### src/rtl/hsf_pkg.sv
package hsf_pkg;

  typedef enum logic [2:0] {
    V_CLEAN    = 3'd0,
    V_FIXED    = 3'd1,
    V_CODE_BAD = 3'd2,
    V_ERASED   = 3'd3,
    V_DOUBLE   = 3'd4
  } verdict_e;

  typedef enum logic [1:0] {
    S_IDLE = 2'd0,
    S_EVAL = 2'd1,
    S_RD   = 2'd2,
    S_WR   = 2'd3
  } fsm_e;

endpackage

### src/rtl/hsf_widen.sv
module hsf_widen #(
  parameter int BYTE_W = 8
) (
  input  logic [3*BYTE_W-1:0] code,
  output logic [4*BYTE_W-1:0] wide
);
  localparam int HALF = BYTE_W / 2;

  always_comb begin
    wide = '0;
    wide[BYTE_W-1:0]            = code[BYTE_W-1:0];
    wide[BYTE_W+HALF-1:BYTE_W]  = code[2*BYTE_W+HALF-1:2*BYTE_W];
    wide[3*BYTE_W-1:2*BYTE_W]   = code[2*BYTE_W-1:BYTE_W];
    wide[3*BYTE_W+HALF-1:3*BYTE_W] = code[3*BYTE_W-1:2*BYTE_W+HALF];
  end
endmodule

### src/rtl/hsf_classify.sv
module hsf_classify
  import hsf_pkg::*;
#(
  parameter int BYTE_W = 8,
  parameter int ADDR_W = 9,
  parameter int PAIRS  = 12
) (
  input  logic [4*BYTE_W-1:0]       stored_w,
  input  logic [4*BYTE_W-1:0]       calc_w,
  input  logic [4*BYTE_W-1:0]       erased_w,
  output verdict_e                  verdict,
  output logic [ADDR_W-1:0]         byte_idx,
  output logic [$clog2(BYTE_W)-1:0] bit_idx
);
  localparam int WIDE_W = 4 * BYTE_W;
  localparam int BIT_W  = $clog2(BYTE_W);
  localparam int WT_W   = $clog2(WIDE_W + 1);
  localparam int IDX_LO = 2 * BYTE_W;

  logic [WIDE_W-1:0] syn;
  logic [WT_W-1:0]   weight;

  assign syn = stored_w ^ calc_w;

  always_comb begin
    weight = '0;
    for (int i = 0; i < WIDE_W; i++) begin
      weight = weight + WT_W'(syn[i]);
    end
  end

  assign bit_idx  = syn[IDX_LO +: BIT_W];
  assign byte_idx = syn[IDX_LO+BIT_W +: ADDR_W];

  always_comb begin
    if (syn == '0)                                 verdict = V_CLEAN;
    else if (weight == WT_W'(PAIRS))               verdict = V_FIXED;
    else if (weight == WT_W'(1))                   verdict = V_CODE_BAD;
    else if (stored_w == erased_w && calc_w == '0) verdict = V_ERASED;
    else                                           verdict = V_DOUBLE;
  end
endmodule

### src/rtl/hamming_sector_fixer.sv
module hamming_sector_fixer
  import hsf_pkg::*;
#(
  parameter int BYTE_W = 8,
  parameter int ADDR_W = 9,
  parameter int PAIRS  = 12
) (
  input  logic                      clk,
  input  logic                      rst_n,
  input  logic                      start,
  input  logic [3*BYTE_W-1:0]       stored_code,
  input  logic [3*BYTE_W-1:0]       calc_code,
  output logic [ADDR_W-1:0]         buf_addr,
  output logic                      buf_rd,
  output logic                      buf_wr,
  output logic [BYTE_W-1:0]         buf_wdata,
  input  logic [BYTE_W-1:0]         buf_rdata,
  output logic                      done,
  output logic [2:0]                status,
  output logic [ADDR_W-1:0]         fix_byte,
  output logic [$clog2(BYTE_W)-1:0] fix_bit
);
  localparam int CODE_W = 3 * BYTE_W;
  localparam int WIDE_W = 4 * BYTE_W;
  localparam int BIT_W  = $clog2(BYTE_W);

  // reset: asserted asynchronously, released on the clock
  logic [1:0] rst_pipe;
  logic       rst_int_n;
  always_ff @(posedge clk or negedge rst_n) begin
    if (!rst_n) rst_pipe <= 2'b00;
    else        rst_pipe <= {rst_pipe[0], 1'b1};
  end
  assign rst_int_n = rst_pipe[1];

  // code spreading: stored, computed and the erased reference
  logic [CODE_W-1:0] code_src [3];
  logic [WIDE_W-1:0] code_wide [3];
  assign code_src[0] = stored_code;
  assign code_src[1] = calc_code;
  assign code_src[2] = '1;

  for (genvar g = 0; g < 3; g++) begin : g_widen
    hsf_widen #(.BYTE_W(BYTE_W)) u_widen (
      .code (code_src[g]),
      .wide (code_wide[g])
    );
  end

  // state
  fsm_e              state_q, state_d;
  logic [WIDE_W-1:0] stored_q, stored_d;
  logic [WIDE_W-1:0] calc_q, calc_d;
  logic [ADDR_W-1:0] tgt_byte_q, tgt_byte_d;
  logic [BIT_W-1:0]  tgt_bit_q, tgt_bit_d;
  logic              done_q, done_d;
  verdict_e          status_q, status_d;
  logic [ADDR_W-1:0] fixb_q, fixb_d;
  logic [BIT_W-1:0]  fixbit_q, fixbit_d;

  verdict_e          verdict;
  logic [ADDR_W-1:0] cls_byte;
  logic [BIT_W-1:0]  cls_bit;

  hsf_classify #(.BYTE_W(BYTE_W), .ADDR_W(ADDR_W), .PAIRS(PAIRS)) u_classify (
    .stored_w (stored_q),
    .calc_w   (calc_q),
    .erased_w (code_wide[2]),
    .verdict  (verdict),
    .byte_idx (cls_byte),
    .bit_idx  (cls_bit)
  );

  // next state
  always_comb begin
    state_d    = state_q;
    stored_d   = stored_q;
    calc_d     = calc_q;
    tgt_byte_d = tgt_byte_q;
    tgt_bit_d  = tgt_bit_q;
    done_d     = 1'b0;
    status_d   = status_q;
    fixb_d     = fixb_q;
    fixbit_d   = fixbit_q;
    case (state_q)
      S_IDLE: begin
        if (start) begin
          stored_d = code_wide[0];
          calc_d   = code_wide[1];
          state_d  = S_EVAL;
        end
      end
      S_EVAL: begin
        if (verdict == V_FIXED) begin
          tgt_byte_d = cls_byte;
          tgt_bit_d  = cls_bit;
          state_d    = S_RD;
        end else begin
          done_d   = 1'b1;
          status_d = verdict;
          fixb_d   = '0;
          fixbit_d = '0;
          state_d  = S_IDLE;
        end
      end
      S_RD: state_d = S_WR;
      S_WR: begin
        done_d   = 1'b1;
        status_d = V_FIXED;
        fixb_d   = tgt_byte_q;
        fixbit_d = tgt_bit_q;
        state_d  = S_IDLE;
      end
      default: state_d = S_IDLE;
    endcase
  end

  // registers
  always_ff @(posedge clk or negedge rst_int_n) begin
    if (!rst_int_n) begin
      state_q    <= S_IDLE;
      stored_q   <= '0;
      calc_q     <= '0;
      tgt_byte_q <= '0;
      tgt_bit_q  <= '0;
      done_q     <= 1'b0;
      status_q   <= V_CLEAN;
      fixb_q     <= '0;
      fixbit_q   <= '0;
    end else begin
      state_q  <= state_d;
      done_q   <= done_d;
      if (state_q == S_IDLE) begin
        stored_q <= stored_d;
        calc_q   <= calc_d;
      end
      if (state_q == S_EVAL) begin
        tgt_byte_q <= tgt_byte_d;
        tgt_bit_q  <= tgt_bit_d;
      end
      if (done_d) begin
        status_q <= status_d;
        fixb_q   <= fixb_d;
        fixbit_q <= fixbit_d;
      end
    end
  end

  // buffer port and outputs
  assign buf_addr  = tgt_byte_q;
  assign buf_rd    = (state_q == S_RD);
  assign buf_wr    = (state_q == S_WR);
  assign buf_wdata = buf_rdata ^ (BYTE_W'(1) << tgt_bit_q);
  assign done      = done_q;
  assign status    = status_q;
  assign fix_byte  = fixb_q;
  assign fix_bit   = fixbit_q;
endmodule

### config.mk
export PLATFORM = sky130hd
export DESIGN_NAME = hamming_sector_fixer
export DESIGN_NICKNAME = d
export VERILOG_FILES = /design/src/rtl/hsf_pkg.sv /design/src/rtl/hsf_widen.sv /design/src/rtl/hsf_classify.sv /design/src/rtl/hamming_sector_fixer.sv
export SDC_FILE = /design/constraint.sdc
export NUM_CORES = 1
export LEC_CHECK = 0
export BUFFER_PORTS_ARGS = -buffer_cell sky130_fd_sc_hd__buf_4
export CAP_MARGIN = 20
export CORE_ASPECT_RATIO = 0.9
export CORE_MARGIN = 4
export CORE_UTILIZATION = 54
export CTS_CLUSTER_SIZE = 25
export DETAILED_ROUTE_END_ITERATION = 8
export GPL_TIMING_DRIVEN = 0
export HOLD_SLACK_MARGIN = 0.06
export PLACE_DENSITY = 0.81
export SYNTH_ARGS = -nofsm -noshare
export SYNTH_HDL_FRONTEND = slang
export SYNTH_SLANG_ARGS = --single-unit
### constraint.sdc
create_clock -name clk -period 3.2 [get_ports clk]
set_input_delay 0.48 -clock clk [delete_from_list [all_inputs] [get_ports clk]]
set_output_delay 0.48 -clock clk [all_outputs]
set_load 0.03 [all_outputs]
==> results.toml <==
[finish]
finalInstanceArea_um2 = 5403
fill_cells = 512
fin_cells = 543
seqCellArea_um2 = 2006
multi_input_area_um2 = 2047
final_common_cell = "buf_4"
drive_gt1_share_pct = 44.30
most-common-layout-cells = "buf_4, dfrtp_1, mux2_2, inv_1, xnor2_1"
nNetsFinal = 526
antenna_cells = 0
syn_to_final_growth_pct = 29.40

[worst_setup_path]
r2r-start = "stored_q[1]"
reg2reg_slack_ns = -2.85
startpoint = "stored_q[1]"
crit_top_cell = "fa_1"
path_cells = "xor2_2 > inv_1 > ha_1 > inv_1 > fa_1 > fa_1 > fa_1 > fa_1 > fa_1 > inv_2 > fa_2 > inv_2 > fa_2 > nor2b_1 > o21ai_1 > nand3b_1 > or4_4 > or4b_4 > buf_12 > mux2_4"
cp-start-kind = "flip-flop"
cp.arrival_ns = 6.29
crit_family = "adder cells"
crit_slowest_cell = "or4b_4"
path_buf_inv = 5
cp.required_ns = 3.45
worst-setup-path-type = "reg -> reg"
cp_max_fo = 6
cp-end-kind = "flip-flop"
slowest_delay_ns = 0.53

[logic_synthesis]
yosysUniqueCellTypes = 41
synth_cells = 327
synth_area_um2 = 4175
synth_area_per_cell_um2 = 12.77
ys_seq_area_share_pct = 47.95
synth_nets = 411
ys_seq_elements = 80
ys.warnings.count = 0

[global_route]
first_global_vias = 3146
grt_first_pass_wirelength_um = 15170
grt_max_degree = 71
antenna_found_initial = 0
globalRoute.totalOverflow = 0
grt_usage_pct = 21.01

[status]
status = "complete, but fails checks"
violations = "negative setup slack"

[floorplan]
die_y_um = 91.42
dieArea_um2 = 9205
floorplan.initialDensity_pct = 55.34
coreArea_um2 = 7545
rows = 30
io_pins = 94
die-width_um = 100.7

[timing]
slew_headroom_pct = 53.26
drv_slew = 0
timing.fmax_mhz = 165.4
worstMarginPinSlew_ns = 0.7011
rsz0062_at_grt = "true"
finalCritPeriodShare_pct = 188.9
layout_setup_ws_ns = -2.846
hold_viol = 0
final-setup-viol-count = 29
worst_clock_skew_ns = 0.01354
period_minus_slack_ns = 6.046
hold_ws_ns = 0.1557

[cts]
htreeDepth = 3
cts_num_sinks = 80
numCtsBuffers = 9
clk_latency_ns = 0.36
clk_pin_slew_ns = 0.10
cts_buffer_depth = 2
cts_tree = "built"
cts_root_buf = "clkbuf_8"

[place]
post_dp_cell_area_um2 = 5041
place_congestion = 0.8722
portBuffers = 93
hpwl_um = 7040
dp_cells = 517

[drt]
vias = 2905
drt_first_pass_iters = 4
drt-initial-drc-count = 117
viasPerCell = 5.350
drc = 0
post_drt_wl_per_cell_um = 17.13
wl_um = 9302
ant_nets = 0

[flow_run]
cap_violations = 0

[min_path]
min_path_type = "reg -> async"
[through the flow]
stage / util [%] / setup slack [ns] / TNS, ns
CTS: 71.28 / -2.844 / -77.60
floorplan: - / -2.680 / -67.31
detailed placement: 66.82 / -3.011 / -79.18
finish: 71.61 / -2.846 / -77.57
global placement: 66.40 / -2.870 / -75.55
global route: 71.61 / -3.067 / -84.77
[sequential cells by signal, summed over array words and instances (netlist names), named ones only]
name	count
buf_addr	9
calc_q	24
done	1
fix_bit	3
fix_byte	9
rst_pipe	2
state_q	1
status	3
stored_q	24
tgt_bit_q	3
[repair_timing]
item / CTS / global route
gates cloned: 0 / 0
hold endpoints to repair: 2 / 0
resized for setup: 10 / 6
hold buffers: 1 / 0
setup buffers: 12 / 2
setup endpoints to repair: 29 / 29
pin swaps: 5 / 11
[synthesized netlist by cell type (all sizes together)]
master / n / share of area, %
a21o: 1 / 0.18
a21oi: 1 / 0.12
a22o: 12 / 2.5
a31o: 1 / 0.21
a32o: 2 / 0.48
and2: 2 / 0.33
and3: 3 / 0.45
and4: 2 / 0.42
buf: 3 / 0.51
clkbuf: 10 / 0.90
conb: 1 / 0.090
dfrtp: 80 / 48
fa: 17 / 8.2
ha: 8 / 2.4
inv: 38 / 3.4
mux2: 55 / 15
mux2i: 5 / 1.2
nand2: 5 / 0.45
nand3: 1 / 0.12
nand3b: 2 / 0.36
nand4: 5 / 0.75
nor2: 8 / 0.72
nor2b: 2 / 0.30
nor3: 4 / 0.48
nor3b: 3 / 0.54
nor4: 2 / 0.45
nor4b: 2 / 0.42
nor4bb: 9 / 2.2
o21ai: 3 / 0.36
or2: 1 / 0.15
or4: 3 / 0.63
or4b: 2 / 0.48
xnor2: 18 / 3.8
xor2: 16 / 3.4
[layout make-up]
| class | instances | share of cell area (%) |
|---|---|---|
| clock inverters | 7 | 1.575 |
| plain buffers | 12 | 1.181 |
| well taps | 96 | 2.223 |
| repair buffers | 105 | 15.08 |
| multi-input cells | 196 | 37.89 |
| flip-flops and latches | 80 | 37.12 |
| clock buffers | 9 | 2.293 |
| inverters | 38 | 2.640 |
[worst paths after layout]
check                         endpoint  cells after the start
min in group clk            state_q[0]                      3
min                        fix_byte[7]                      0
min reg2reg                fix_byte[7]                      0
max reg2reg                buf_addr[0]                     20
max in group asynchronous  stored_q[4]                      1
max                        buf_addr[0]                     20
[worst register-to-register path: cells and delay by family, from the launching register on]
| kind | cells | cell delay [ns] |
|---|---|---|
| flip-flops | 1 | 0.42 |
| XOR/XNOR | 1 | 0.18 |
| multiplexers | 1 | 0.29 |
| adder cells (fa/ha/maj) | 8 | 3.33 |
| AND/OR/NAND/NOR | 4 | 1.20 |
| AO/OA/AOI/OAI | 1 | 0.14 |
| buffers and inverters | 5 | 0.38 |
[layer usage]
metal | vias up | track usage, % | part of all wire (%)
met5 | - | 0 | 0
met4 | 0 | 7.071 | 1.1
met3 | 12 | 3.379 | 6.3
met2 | 92 | 34.76 | 50
met1 | 1465 | 28.03 | 42
li1 | 1336 | - | -
[cells by family after synthesis]
group,count (synthesis),synth area share [%]
flip-flops,80,47.95
multiplexers,60,16.39
AND/OR/NAND/NOR,56,9.200
buffers and inverters,51,4.825
XOR/XNOR,34,7.132
adder cells (fa/ha/maj),25,10.55
AO/OA/AOI/OAI,20,3.866
other,1,0.08981
Power is left out: the tool's default activity adds up to more than one toggle a clock period on the data nets, which glitch-free logic cannot reach.
